[src/rtl/bcs_pkg.sv]
// Package: shared encodings for the burst column address sequencer.
// Assumes the length code is three bits and the ordering select is one bit.
package bcs_pkg;

    typedef enum logic [2:0] {
        BLEN_1    = 3'd0,
        BLEN_2    = 3'd1,
        BLEN_4    = 3'd2,
        BLEN_8    = 3'd3,
        BLEN_PAGE = 3'd7
    } blen_code_e;

    typedef enum logic {
        ORDER_SEQ   = 1'b0,
        ORDER_INTLV = 1'b1
    } order_e;

endpackage

[src/rtl/bcs_len_decode.sv]
// Module: bcs_len_decode
// Turns the length code and ordering select into an in-block mask, a full-page
// flag and a refusal flag. Purely combinational. Assumes COL_W >= 3.
module bcs_len_decode
    import bcs_pkg::*;
#(
    parameter int COL_W = 8
) (
    input  logic [2:0]       len_code,
    input  logic             order,
    output logic [COL_W-1:0] mask,
    output logic             full_page,
    output logic             bad
);

    localparam logic [COL_W-1:0] MASK_PAGE = '1;

    // Decode the length code into the set of in-block bits.
    always_comb begin
        mask      = '0;
        full_page = 1'b0;
        bad       = 1'b0;
        case (len_code)
            BLEN_1:    mask = COL_W'(0);
            BLEN_2:    mask = COL_W'(1);
            BLEN_4:    mask = COL_W'(3);
            BLEN_8:    mask = COL_W'(7);
            BLEN_PAGE: begin
                mask      = MASK_PAGE;
                full_page = 1'b1;
                bad       = (order == ORDER_INTLV);
            end
            default:   bad = 1'b1;
        endcase
    end

endmodule

[src/rtl/bcs_beat_ctrl.sv]
// Module: bcs_beat_ctrl
// Beat counter and burst state. It counts beats from zero after an accepted
// request, decides which beat is last (length reached or terminate seen), and
// pulses the error flag for a refused request. Assumes load and reject are
// never high together.
module bcs_beat_ctrl #(
    parameter int COL_W = 8
) (
    input  logic             clk,
    input  logic             rst_n,
    input  logic             load,
    input  logic             reject,
    input  logic [COL_W-1:0] mask_in,
    input  logic             page_in,
    input  logic             terminate,
    output logic             active,
    output logic             last,
    output logic             err,
    output logic [COL_W-1:0] idx,
    output logic [COL_W-1:0] mask_q
);

    logic             page_q;
    logic [COL_W-1:0] idx_nxt;

    // Index of the beat that would follow the present one.
    always_comb idx_nxt = idx + COL_W'(1);

    // Burst state: start, step, flag the final beat, and stop after it.
    always_ff @(posedge clk) begin
        if (!rst_n) begin
            active <= 1'b0;
            last   <= 1'b0;
            err    <= 1'b0;
            idx    <= '0;
            mask_q <= '0;
            page_q <= 1'b0;
        end else begin
            err <= reject;
            if (load) begin
                active <= 1'b1;
                idx    <= '0;
                mask_q <= mask_in;
                page_q <= page_in;
                last   <= (mask_in == '0);
            end else if (active) begin
                if (last) begin
                    active <= 1'b0;
                    last   <= 1'b0;
                end else begin
                    idx  <= idx_nxt;
                    last <= terminate || (!page_q && (idx_nxt == mask_q));
                end
            end
        end
    end

    // a last beat is always a valid beat.
    p_last_needs_valid_r10: assert property (@(posedge clk) disable iff (!rst_n)
        last |-> active);

    // terminate on a non-final beat makes the following beat final.
    p_terminate_ends_r7: assert property (@(posedge clk) disable iff (!rst_n)
        active && !last && terminate && !load |=> active && last);

endmodule

[src/rtl/bcs_addr_gen.sv]
// Module: bcs_addr_gen
// Holds the start column and ordering of the running burst and forms the
// column of beat idx: upper bits fixed, in-block bits either start+idx or
// start^idx under the mask. The ordering variant is picked by ORDER_FIXED:
// a negative value keeps it run-time selectable.
module bcs_addr_gen
    import bcs_pkg::*;
#(
    parameter int COL_W       = 8,
    parameter int ORDER_FIXED = -1
) (
    input  logic             clk,
    input  logic             rst_n,
    input  logic             load,
    input  logic [COL_W-1:0] start_in,
    input  logic             order_in,
    input  logic [COL_W-1:0] mask,
    input  logic [COL_W-1:0] idx,
    output logic [COL_W-1:0] col,
    output logic             order_q
);

    logic [COL_W-1:0] base_q;
    logic [COL_W-1:0] seq_low;
    logic [COL_W-1:0] xor_low;

    // Capture the start column and ordering when a burst is accepted.
    always_ff @(posedge clk) begin
        if (!rst_n) begin
            base_q  <= '0;
            order_q <= 1'b0;
        end else if (load) begin
            base_q  <= start_in;
            order_q <= order_in;
        end
    end

    // Candidate in-block fields for both orderings.
    always_comb begin
        seq_low = (base_q + idx) & mask;
        xor_low = (base_q ^ idx) & mask;
    end

    generate
        if (ORDER_FIXED < 0) begin : g_both
            // Select the in-block field by the captured ordering.
            always_comb col = (base_q & ~mask) |
                              ((order_q == ORDER_INTLV) ? xor_low : seq_low);
        end else if (ORDER_FIXED == 0) begin : g_seq_only
            // Sequential ordering only.
            always_comb col = (base_q & ~mask) | seq_low;
        end else begin : g_intlv_only
            // Interleaved ordering only.
            always_comb col = (base_q & ~mask) | xor_low;
        end
    endgenerate

endmodule

[src/rtl/burst_col_seq.sv]
// Module: burst_col_seq (top)
// Column address sequencer for one read burst. A request sampled on edge N
// shows beat k after edge N+k. Illegal requests pulse cfg_err after edge N.
// Assumes start_col, len_code and burst_type are meaningful whenever rd_req
// is high.
module burst_col_seq
    import bcs_pkg::*;
#(
    parameter int COL_W = 8
) (
    input  logic             clk,
    input  logic             rst_n,
    input  logic             rd_req,
    input  logic [COL_W-1:0] start_col,
    input  logic [2:0]       len_code,
    input  logic             burst_type,
    input  logic             terminate,
    output logic [COL_W-1:0] col_out,
    output logic             col_valid,
    output logic             col_last,
    output logic             cfg_err
);

    logic [COL_W-1:0] dec_mask;
    logic             dec_page;
    logic             dec_bad;
    logic             accept;
    logic             reject;
    logic [COL_W-1:0] beat_idx;
    logic [COL_W-1:0] mask_q;
    logic             order_q;

    // Split a request into accepted and refused.
    always_comb begin
        accept = rd_req && !dec_bad;
        reject = rd_req && dec_bad;
    end

    bcs_len_decode #(.COL_W(COL_W)) u_dec (
        .len_code  (len_code),
        .order     (burst_type),
        .mask      (dec_mask),
        .full_page (dec_page),
        .bad       (dec_bad)
    );

    bcs_beat_ctrl #(.COL_W(COL_W)) u_ctrl (
        .clk       (clk),
        .rst_n     (rst_n),
        .load      (accept),
        .reject    (reject),
        .mask_in   (dec_mask),
        .page_in   (dec_page),
        .terminate (terminate),
        .active    (col_valid),
        .last      (col_last),
        .err       (cfg_err),
        .idx       (beat_idx),
        .mask_q    (mask_q)
    );

    bcs_addr_gen #(.COL_W(COL_W), .ORDER_FIXED(-1)) u_addr (
        .clk      (clk),
        .rst_n    (rst_n),
        .load     (accept),
        .start_in (start_col),
        .order_in (burst_type),
        .mask     (mask_q),
        .idx      (beat_idx),
        .col      (col_out),
        .order_q  (order_q)
    );

    // reset clears the outputs on the next edge.
    p_reset_clear_r9: assert property (@(posedge clk)
        !rst_n |=> !col_valid && !col_last && !cfg_err);

    // a refused request starts nothing and pulses the error flag.
    p_refuse_no_start_r6: assert property (@(posedge clk) disable iff (!rst_n)
        rd_req && dec_bad && !col_valid |=> cfg_err && !col_valid);

    // a legal request shows its start column on the next beat.
    p_restart_r8: assert property (@(posedge clk) disable iff (!rst_n)
        accept |=> col_valid && (col_out == $past(start_col)));

    // the burst stops after its last beat unless a new one is accepted.
    p_stop_after_last_r10: assert property (@(posedge clk) disable iff (!rst_n)
        col_valid && col_last && !rd_req |=> !col_valid);

    // sequential beats step by one inside the block.
    p_seq_step_r3: assert property (@(posedge clk) disable iff (!rst_n)
        col_valid && !col_last && !rd_req && (order_q == ORDER_SEQ)
        |=> (((col_out - $past(col_out)) & mask_q) == COL_W'(1)));

    // the bits above the block stay fixed during a burst.
    p_block_fixed_r2: assert property (@(posedge clk) disable iff (!rst_n)
        col_valid && !col_last && !rd_req
        |=> (((col_out ^ $past(col_out)) & ~mask_q) == '0));

endmodule

[config.mk]
export PLATFORM = sky130hd
export DESIGN_NAME = burst_col_seq
export DESIGN_NICKNAME = d
export VERILOG_FILES = /design/src/rtl/bcs_pkg.sv /design/src/rtl/bcs_len_decode.sv /design/src/rtl/bcs_beat_ctrl.sv /design/src/rtl/bcs_addr_gen.sv /design/src/rtl/burst_col_seq.sv
export SDC_FILE = /design/constraint.sdc
export NUM_CORES = 1
export LEC_CHECK = 0
export BUFFER_PORTS_ARGS = -buffer_cell sky130_fd_sc_hd__buf_4
export CAP_MARGIN = 5
export CORE_ASPECT_RATIO = 0.9
export CORE_MARGIN = 2
export CORE_UTILIZATION = 52
export CTS_BUF_LIST = sky130_fd_sc_hd__clkbuf_4
export DETAILED_ROUTE_END_ITERATION = 8
export PLACE_DENSITY = 0.84
export SLEW_MARGIN = 5
export SYNTH_ARGS = -nofsm -noshare
export SYNTH_HDL_FRONTEND = slang
export SYNTH_SLANG_ARGS = --single-unit
[constraint.sdc]
create_clock -name clk -period 1.9 [get_ports clk]
set_clock_uncertainty 0.15 [all_clocks]
set_input_delay 0.095 -clock clk [delete_from_list [all_inputs] [get_ports clk]]
set_output_delay 0.095 -clock clk [all_outputs]
set_load 0.005 [all_outputs]
## Yosys cells after proc, flatten, opt, wreduce, memory -nomap -nowiden

Cells that the tools add are included.

- Register bits: 29
- Bits of input ports: 16
- Logic and storage cells: 45

- Add/sub/neg operators: 2
- Eq/ne operators: 5
- Muxes and demuxes: 10
- Bitwise operators: 8
- Reductions and logical operators: 12

Operator list:

| kind | count |
|---|---|
| $pmux W8 S4 | 1 |
| $and A8 B8 Y8 | 3 |
| $add A8 B1 Y8 const B | 1 |
| $add A8 B8 Y8 | 1 |
| $eq A8 B8 Y1 | 1 |
| $logic_not A8 Y1 | 1 |
| $mux W8 | 1 |
| $not A8 Y8 | 1 |
| $or A8 B8 Y8 | 1 |
| $xor A8 B8 Y8 | 1 |
| $mux W1 | 7 |
| $eq A3 B2 Y1 const B | 2 |
| $reduce_or A4 Y1 | 1 |
| $eq A3 B1 Y1 const B | 1 |
| $eq A3 B3 Y1 const B | 1 |
| $logic_and A1 B1 Y1 | 3 |
| $logic_not A3 Y1 | 1 |
| $logic_not A1 Y1 | 2 |
| $not A1 Y1 | 2 |
| $pmux W1 S2 | 1 |
| $reduce_and A2 Y1 | 1 |
| $reduce_bool A2 Y1 | 1 |
| $reduce_or A2 Y1 | 1 |
| $logic_or A1 B1 Y1 | 1 |

## Depth between registers and ports, before layout

Gate-level depths: netlist of run 1.

- Word-level depth: 7
- Gate-level depth with buffers: 8

## By module

Synthesis of run 1 repeated with hierarchy kept, for this count alone.

- Cell total of the unflattened synthesis: 228
- Area, all modules: 1941.9 um2

By module, submodules not included:

| module | times used | cells an instance | area an instance (um2) | seq. area each (um2) |
|---|---|---|---|---|
| bcs_beat_ctrl | 1 | 120 | 1059.8 | 400.4 |
| bcs_addr_gen | 1 | 93 | 783.3 | 180.2 |
| bcs_len_decode | 1 | 13 | 82.6 | 0.0 |
| burst_col_seq | 1 | 2 | 16.3 | 0.0 |

## Least setup slack after synthesis of run 1

Ideal clock, no wire load.

- Path type: register to register
- Start: register u_ctrl.idx[0]
- End: register u_ctrl.last
- Library setup time: 0.070 ns
- Arrival: 1.720 ns
- Setup slack: -0.040 ns
- Cell stages (with the launch flop): 7
- Period minus slack after synthesis: 1.940 ns
- Cells stage by stage: dfxtp_1 -> ha_1 -> xor2_1 -> or3_1 -> a2111oi_1 -> o311ai_1 -> a21boi_1

- Cells in the longest elaborated chain, start to end: 7

Ends and longest elaborated chain:

| element | RTL line | RTL |
|---|---|---|
| start: declaration | bcs_beat_ctrl.sv:19 | `output logic [COL_W-1:0] idx,` |
| start signal: assignment | bcs_beat_ctrl.sv:51 | `idx <= idx_nxt;` |
| $add A8 B1 Y8 | bcs_beat_ctrl.sv:27 | `always_comb idx_nxt = idx + COL_W'(1);` |
| net u_ctrl.idx_nxt[1] | bcs_beat_ctrl.sv:24 | `logic [COL_W-1:0] idx_nxt;` |
| $eq A8 B8 Y1 | bcs_beat_ctrl.sv:52 | `last <= terminate \|\| (!page_q && (idx_nxt == mask_q));` |
| $logic_and A1 B1 Y1 | bcs_beat_ctrl.sv:52 |  |
| $logic_or A1 B1 Y1 | bcs_beat_ctrl.sv:52 |  |
| $mux W1 | bcs_beat_ctrl.sv:47 | `if (last) begin` |
| $mux W1 | bcs_beat_ctrl.sv:46 | `end else if (active) begin` |
| $mux W1 | bcs_beat_ctrl.sv:40 | `if (load) begin` |
| end signal: assignment | bcs_beat_ctrl.sv:45 | `last <= (mask_in == '0);` |
| end signal: assignment | bcs_beat_ctrl.sv:52 |  |
| end: declaration | bcs_beat_ctrl.sv:17 | `output logic last,` |

The timed path passes the listed nets, and every way through them passes these cells. The select of a mux whose other input is x is not followed.
A chain may end at the register's enable or synchronous reset.

## Final worst setup path of run 1

- Start: register u_addr.base_q[0]
- End: output port col_out[7]

- Cells in the longest elaborated chain, start to end: 4

Ends and longest elaborated chain:

| element | RTL line | RTL |
|---|---|---|
| start: declaration | bcs_addr_gen.sv:23 | `logic [COL_W-1:0] base_q;` |
| start signal: assignment | bcs_addr_gen.sv:33 | `base_q <= start_in;` |
| $add A8 B8 Y8 | bcs_addr_gen.sv:40 | `seq_low = (base_q + idx) & mask;` |
| $and A8 B8 Y8 | bcs_addr_gen.sv:40 |  |
| $mux W8 | bcs_addr_gen.sv:48 | `((order_q == ORDER_INTLV) ? xor_low : seq_low);` |
| $or A8 B8 Y8 | bcs_addr_gen.sv:47 | `always_comb col = (base_q & ~mask) \|` |
| end: declaration | burst_col_seq.sv:18 | `output logic [COL_W-1:0] col_out,` |

No other way between the ends.

==> results of run 1 <==
per-layer routing:
layer | global-route usage, % | vias to the layer above | part of all wire (%)
met1 | 53.8 | 967 | 32
met3 | 12.1 | 120 | 16
met4 | 23.7 | 0 | 11
met5 | 0 | - | 0
li1 | - | 836 | -
met2 | 72.6 | 285 | 41
cell usage in the layout, fill, tap and decap left out, types with 4 or more instances in the layout:
master	netlist	final
buf_4	0	60
nand2_1	29	29
dlygate4sd3_1	0	27
nor2_1	22	20
dfxtp_1	24	14
a21oi_1	14	9
xnor2_1	11	9
a21boi_0	9	8
dfxtp_2	0	8
xor2_1	7	7
ha_4	0	6
nand3_1	6	5
buf_6	0	5
inv_1	6	4
a21oi_2	0	4
nand2b_1	4	4
final timing paths:
check	to	start	slack (ps)
setup / recovery	col_out[7]	u_addr.base_q[0]$_SDFFE_PN0P_	-610
hold / removal	u_ctrl.err$_SDFF_PN0_	len_code[1]	60
setup reg to reg	u_ctrl.last$_SDFFE_PN0P_	u_ctrl.idx[1]$_SDFFE_PP0P_	-440
hold reg to reg	u_ctrl.mask_q[0]$_SDFFE_PN0P_	u_ctrl.mask_q[0]$_SDFFE_PN0P_	470
area by class of cell:
type | instances | area (um2)
clock inverters | 1 | 30.0
clock buffers | 3 | 22.5
inverters | 6 | 25.0
repair buffers | 92 | 777
well taps | 40 | 50.0
multi-input cells | 154 | 1180
fillers | 66 | 141
flip-flops and latches | 24 | 498
worst reg2reg max path: cells and delay by family, from the launching register on:
| kind | cells | cell delay [ps] |
|---|---|---|
| AOI/OAI and AO/OA | 4 | 1210 |
| buffers and inverters | 3 | 400 |
| DFF | 1 | 370 |
| and+or+nand+nor | 1 | 160 |
what timing repair did:
item | in CTS | in global routing
endpoints found under the hold margin | 16 | 0
setup endpoints to repair | 8 | 19
hold buffers | 27 | 0
resized for setup | 37 | 27
setup buffers | 7 | 3
pin swaps | 21 | 20
per-stage QoR:
stage / setup TNS (ps) / total power [mW] / setup slack [ps] / utilization [%] / instance area, um2
CTS: -2060 / 1.19 / -428 / 91.1 / 2480
global route: -4560 / 1.32 / -739 / 94.8 / 2580
floorplan: 0 / 0.644 / 1.12 / - / 1490
detailed placement: -745 / 0.750 / -278 / 71.3 / 1940
finish: -4140 / 1.29 / -607 / 94.8 / 2580
global placement: -522 / 0.743 / -200 / 71.3 / 1940
logic make-up after synthesis:
family	synth area share, %
buffers and inverters	3.03
multiplexers	0.757
AND/OR/NAND/NOR	25.7
AO/OA/AOI/OAI	19.5
XOR/XNOR	10.6
adder cells (fa/ha/maj)	8.07
flip-flops	32.3
power groups by stage:
stage          logic, mW  registers, mW  clock network, mW
2_1_floorplan     0.0936          0.551                  0
3_3_place_gp       0.193          0.550                  0
3_5_place_dp       0.199          0.551                  0
4_1_cts            0.265          0.544              0.384
5_1_grt            0.345          0.551              0.424
6_report           0.336          0.551              0.399
flip-flops by register name (all words and copies together) (netlist names):
signal          count
u_addr.base_q       8
u_addr.order_q      1
u_ctrl.err          1
u_ctrl.active       1
u_ctrl.mask_q       4
u_ctrl.idx          8
u_ctrl.last         1
==> flow_metrics.py, run 1 <==
metrics = {
    "floorplanning": {
        "fp.dieH_um": 54.7,
        "initial_utilization_pct": 54.6,
        "die_w_um": 60.4,
        "core_area_um2": 2730,
        "ios": 27,
        "die_area_um2": 3310,
        "num_rows": 18,
    },
    "logic_synthesis": {
        "yosys.area.top_type": "dfxtp_1",
        "syn_nets": 215,
        "synth_enable_flop_cells": 0,
        "synth_top_area_share_pct": 32.3,
        "netlist_instances": 190,
        "netlist_area_um2": 1490,
        "ys_warn_count": 0,
        "yosysUniqueCellTypes": 38,
        "seq_area_frac_synth_pct": 32.3,
        "synth_commonest_cells": "nand2_1 (29), dfxtp_1 (24), nor2_1 (22), a21oi_1 (14), xnor2_1 (11)",
        "ys_async_sr_fraction_pct": 0,
        "synth-seq-cells": 24,
        "yosysMostFrequentCell": "nand2_1",
        "synth_area_per_cell_um2": 7.83,
        "synth_ff_type": "dfxtp_1",
        "synth.area.top_cells": "dfxtp_1 (32%), nand2_1 (7.3%), ha_1 (6.7%), xnor2_1 (6.5%), nor2_1 (5.6%)",
    },
    "global_route": {
        "track_usage_pct": 44.6,
        "grt_pass1_vias": 2030,
        "antenna_found_initial": 0,
        "overflow": 0,
        "grt_pass1_wl_um": 10400,
        "grt_start_max_net_pins": 18,
    },
    "worst_setup_path": {
        "endpoint_kind": "output port",
        "reg2reg_depth": 8,
        "crit_buf_inv": 1,
        "crit_fanout": 2,
        "critPathSlowestCell": "dfxtp_4",
        "crit_family": "compound AO/OA/AOI/OAI gates",
        "worstPathRequired_ps": 1650,
        "cp_cell_sequence": "ha_4 > a21oi_4 > o211ai_1 > or3_1 > a211oi_2 > xnor2_1 > buf_4",
        "worst-path-stages": 7,
        "slowest_delay_ps": 410,
        "worstSetupPathType": "reg2out",
        "worst_setup_path_start_kind": "flip-flop",
        "critPathArrivalTime_ps": 2260,
    },
    "cts": {
        "htree_levels": 1,
        "clk_pin_slew_ps": 160,
        "insertion_delay_ps": 350,
        "clockBufferDepth": 2,
        "cts.sinks": 24,
        "numCtsBuffers": 3,
        "cts_tree": "built",
        "root_buffer": "clkbuf_4",
    },
    "drt": {
        "drcViolationCount": 3,
        "drtPass1Iterations": 9,
        "vias_per_cell": 6.90,
        "via_count": 2208,
        "antenna_left": 0,
        "routed_wl_um": 8550,
        "drt_iter0_markers": 572,
        "wl_per_cell_um": 26.7,
    },
    "power": {
        "switching_share_pct": 29.5,
        "vdd_drop_max_mv": 0.509,
        "powerDensity_nw_per_um2": 498,
        "p_leak_nw": 1.08,
        "seq_power_share_pct": 42.9,
        "combPwrFrac_pct": 26.1,
        "p_sw_mw": 0.380,
        "power.share.clock_pct": 31.0,
        "cellInternalPower_mw": 0.906,
    },
    "layout": {
        "num_antenna_cells": 0,
        "nets": 306,
        "instances_no_fill": 320,
        "area_delta_synth_final_pct": 73.7,
        "final_layout_size_suffix_gt1_share_pct": 41.4,
    },
    "placement": {
        "io_buffers": 26,
        "gp_congestion": 0.848,
        "dp.cells": 281,
        "hpwlAfterDp_um": 3010,
    },
    "status": {
        "violations": "design-rule violations, negative setup slack",
        "status": "finished, violations left",
    },
    "timing": {
        "hold_ws_ps": 63.0,
        "relSlewSlack_pct": 72.6,
        "timing.final.crit_period_ps": 2510,
        "worst_pin_slew_ps": 410,
        "slew_violations": 0,
        "setup_viol": 13,
        "rsz0062_at_grt": "yes",
        "fmax_mhz": 399,
        "fin_crit_sh_pct": 132,
        "fin_ws_ps": -607,
        "hold_violations": 0,
    },
    "min_path": {
        "hp-class": "in2reg",
        "hold_depth": 4,
    },
    "job": {
        "maxCapViolCount": 0,
    },
}
(Power assumes the default switching activity.)
==> inputs of run 2 (changes only) <==
--- a/config.mk
+++ b/config.mk
@@ -9,3 +9,2 @@
 export CAP_MARGIN = 5
-export CORE_ASPECT_RATIO = 0.9
 export CORE_MARGIN = 2
==> constraint.sdc (replaced) <==
create_clock -name clk -period 1.9 [get_ports clk]
set_clock_uncertainty 0.15 [all_clocks]
set_input_delay 0.19 -clock clk [delete_from_list [all_inputs] [get_ports clk]]
set_output_delay 0.19 -clock clk [all_outputs]
set_load 0.005 [all_outputs]
==> run 2 against run 1 <==
  * The flow finishes with violations (negative setup slack)
  * Utilization fell by 7.6 points
  * Critical path depth rose by 2
  * Worst hold slack lost 61 ps
  * Sequential power about the same
  * Register-to-register slack improved by 350 ps
  * Critical path type unchanged
  * Largest power group unchanged
==> flow_metrics.py, run 2 (same netlist as run 1, synthesis figures left out) <==
metrics = {
    "floorplanning": {
        "core_area_um2": 2730,
        "ios": 27,
        "die_area_um2": 3300,
        "num_rows": 19,
        "die_w_um": 57.5,
        "initial_utilization_pct": 54.4,
        "fp.dieH_um": 57.5,
    },
    "worst_setup_path": {
        "timing.rr.end": "u_ctrl.last$_SDFFE_PN0P_",
        "worst-path-stages": 9,
        "ff2ff_setup_slack_ps": -90,
        "slowest_delay_ps": 410,
        "critPathSlowestCell": "dfxtp_2",
        "worstPathRequired_ps": 1560,
        "worstSetupPathType": "reg2out",
        "worst_setup_path_start_kind": "flip-flop",
        "setup.worst_path.end": "col_out[4]",
        "endpoint_kind": "output port",
        "crit_family": "flip-flops",
        "crit_buf_inv": 3,
        "critPathArrivalTime_ps": 2140,
        "r2r-start": "u_ctrl.idx[0]$_SDFFE_PP0P_",
        "reg2reg_depth": 7,
        "cp_cell_sequence": "buf_6 > inv_2 > fa_2 > nor2b_2 > o21ai_2 > a21oi_2 > xnor2_1 > a21oi_1 > buf_4",
        "startpoint": "u_ctrl.idx[1]$_SDFFE_PP0P_",
        "crit_fanout": 3,
    },
    "timing": {
        "worst_pin_slew_ps": 565,
        "rsz0062_at_grt": "yes",
        "setup_viol": 8,
        "tns_ps": -3400,
        "fin_crit_sh_pct": 131,
        "slew_violations": 0,
        "fin_ws_ps": -584,
        "hold_violations": 0,
        "fmax_mhz": 403,
        "timing.final.crit_period_ps": 2480,
        "relSlewSlack_pct": 62.3,
    },
    "global_route": {
        "antenna_found_initial": 0,
        "overflow": 0,
        "grt_start_max_net_pins": 18,
        "grt_pass1_wl_um": 9030,
        "track_usage_pct": 35.9,
        "grt_pass1_vias": 1843,
    },
    "layout": {
        "reg_top3": "u_addr.base_q (8), u_ctrl.idx (8), u_ctrl.mask_q (4)",
        "nets": 292,
        "num_antenna_cells": 0,
        "nFillCells": 117,
        "seq_area_um2": 498,
        "area_delta_synth_final_pct": 60.3,
        "final_cell_area_um2": 2380,
        "final_layout_size_suffix_gt1_share_pct": 40.6,
        "layout_common_cells": "buf_4 (60), nand2_1 (29), nor2_1 (20)",
        "final_common_cell": "buf_4",
        "multi_input_area_um2": 1140,
    },
    "cts": {
        "numCtsBuffers": 3,
        "clockBufferDepth": 2,
        "root_buffer": "clkbuf_4",
        "htree_levels": 1,
        "cts.sinks": 24,
        "cts_tree": "built",
        "insertion_delay_ps": 350,
        "clk_pin_slew_ps": 160,
    },
    "status": {
        "violations": "negative setup slack",
        "status": "finished, violations left",
    },
    "drt": {
        "drcViolationCount": 0,
        "top_layer": "met4",
        "via_count": 1930,
        "wl_met1_um": 2280,
        "antenna_left": 0,
        "drtPass1Iterations": 6,
        "wl_met2_um": 3100,
        "wl_per_cell_um": 21.8,
        "routed_wl_um": 6470,
        "drt_iter0_markers": 174,
        "wl_met3_um": 564,
        "vias_per_cell": 6.50,
    },
    "placement": {
        "hpwlAfterDp_um": 2670,
        "placed_area_um2": 1930,
        "gp_congestion": 0.836,
        "io_buffers": 26,
    },
    "min_path": {
        "hp-class": "in2reg",
    },
    "power": {
        "vdd_drop_max_mv": 0.751,
        "p_leak_nw": 0.987,
        "powerDensity_nw_per_um2": 525,
        "total_power_mw": 1.25,
    },
    "job": {
        "maxCapViolCount": 0,
    },
}
## run 2: cell types whose count changed in the layout (fill, tap and decap cells not counted), sizes merged
cell	delta
dlygate4sd3	-12
buf	-2
## run 2: report_power, final
| part | leakage (nW) | internal (mW) | switching [mW] |
|---|---|---|---|
| registers | 0.201 | 0.523 | 0.0269 |
| clock network | 0.0279 | 0.214 | 0.195 |
| logic | 0.759 | 0.155 | 0.136 |
| total | 0.987 | 0.893 | 0.359 |
## run 2: layout make-up
class | instances | share of cell area [%]
sequential | 24 | 20.9
tap | 31 | 1.63
timing repair buffer | 78 | 26.6
clock buffer | 3 | 0.944
multi-input combinational | 154 | 47.7
clock inverter | 1 | 1.26
inverter | 6 | 0.944
## run 2: what timing repair did
item / 4_1_cts / 5_1_grt
gates resized for setup: 33 / 16
pin swaps: 17 / 18
buffers inserted: 5 / 3
hold endpoints to repair: 13 / 0
hold buffers: 15 / 0
endpoints found under the setup margin: 8 / 9
cloned: 0 / 0
## run 2: how the worst min path moves through the flow
stage / slack [ps] / endpoint / cells after the start / from
after global routing: 6 / u_ctrl.active$_SDFF_PN0_ / 2 / rst_n
after detailed placement: 310 / u_addr.base_q[4]$_SDFFE_PN0P_ / 3 / start_col[4]
after floorplan: 170 / u_ctrl.err$_SDFF_PN0_ / 2 / len_code[2]
after CTS: 6 / u_ctrl.last$_SDFFE_PN0P_ / 3 / terminate
after global placement: 300 / u_addr.base_q[3]$_SDFFE_PN0P_ / 3 / start_col[3]
final: 2 / u_ctrl.active$_SDFF_PN0_ / 2 / rst_n
## run 2: per-layer routing
metal	up-vias	GRT usage [%]
li1	806	-
met1	910	41.7
met2	158	61.5
met3	56	7.94
met4	0	18.3
met5	-	0
## run 2: per-stage QoR
stage | hold slack [ps] | instances | setup WS (ps) | util, %
after detailed placement | 312 | 271 | -255 | 70.6
after floorplan | 166 | 190 | -41.4 | -
final | 2.06 | 297 | -584 | 87.2
after CTS | 5.94 | 295 | -531 | 84.8
after global routing | 5.67 | 297 | -632 | 87.2
after global placement | 304 | 271 | -230 | 70.6
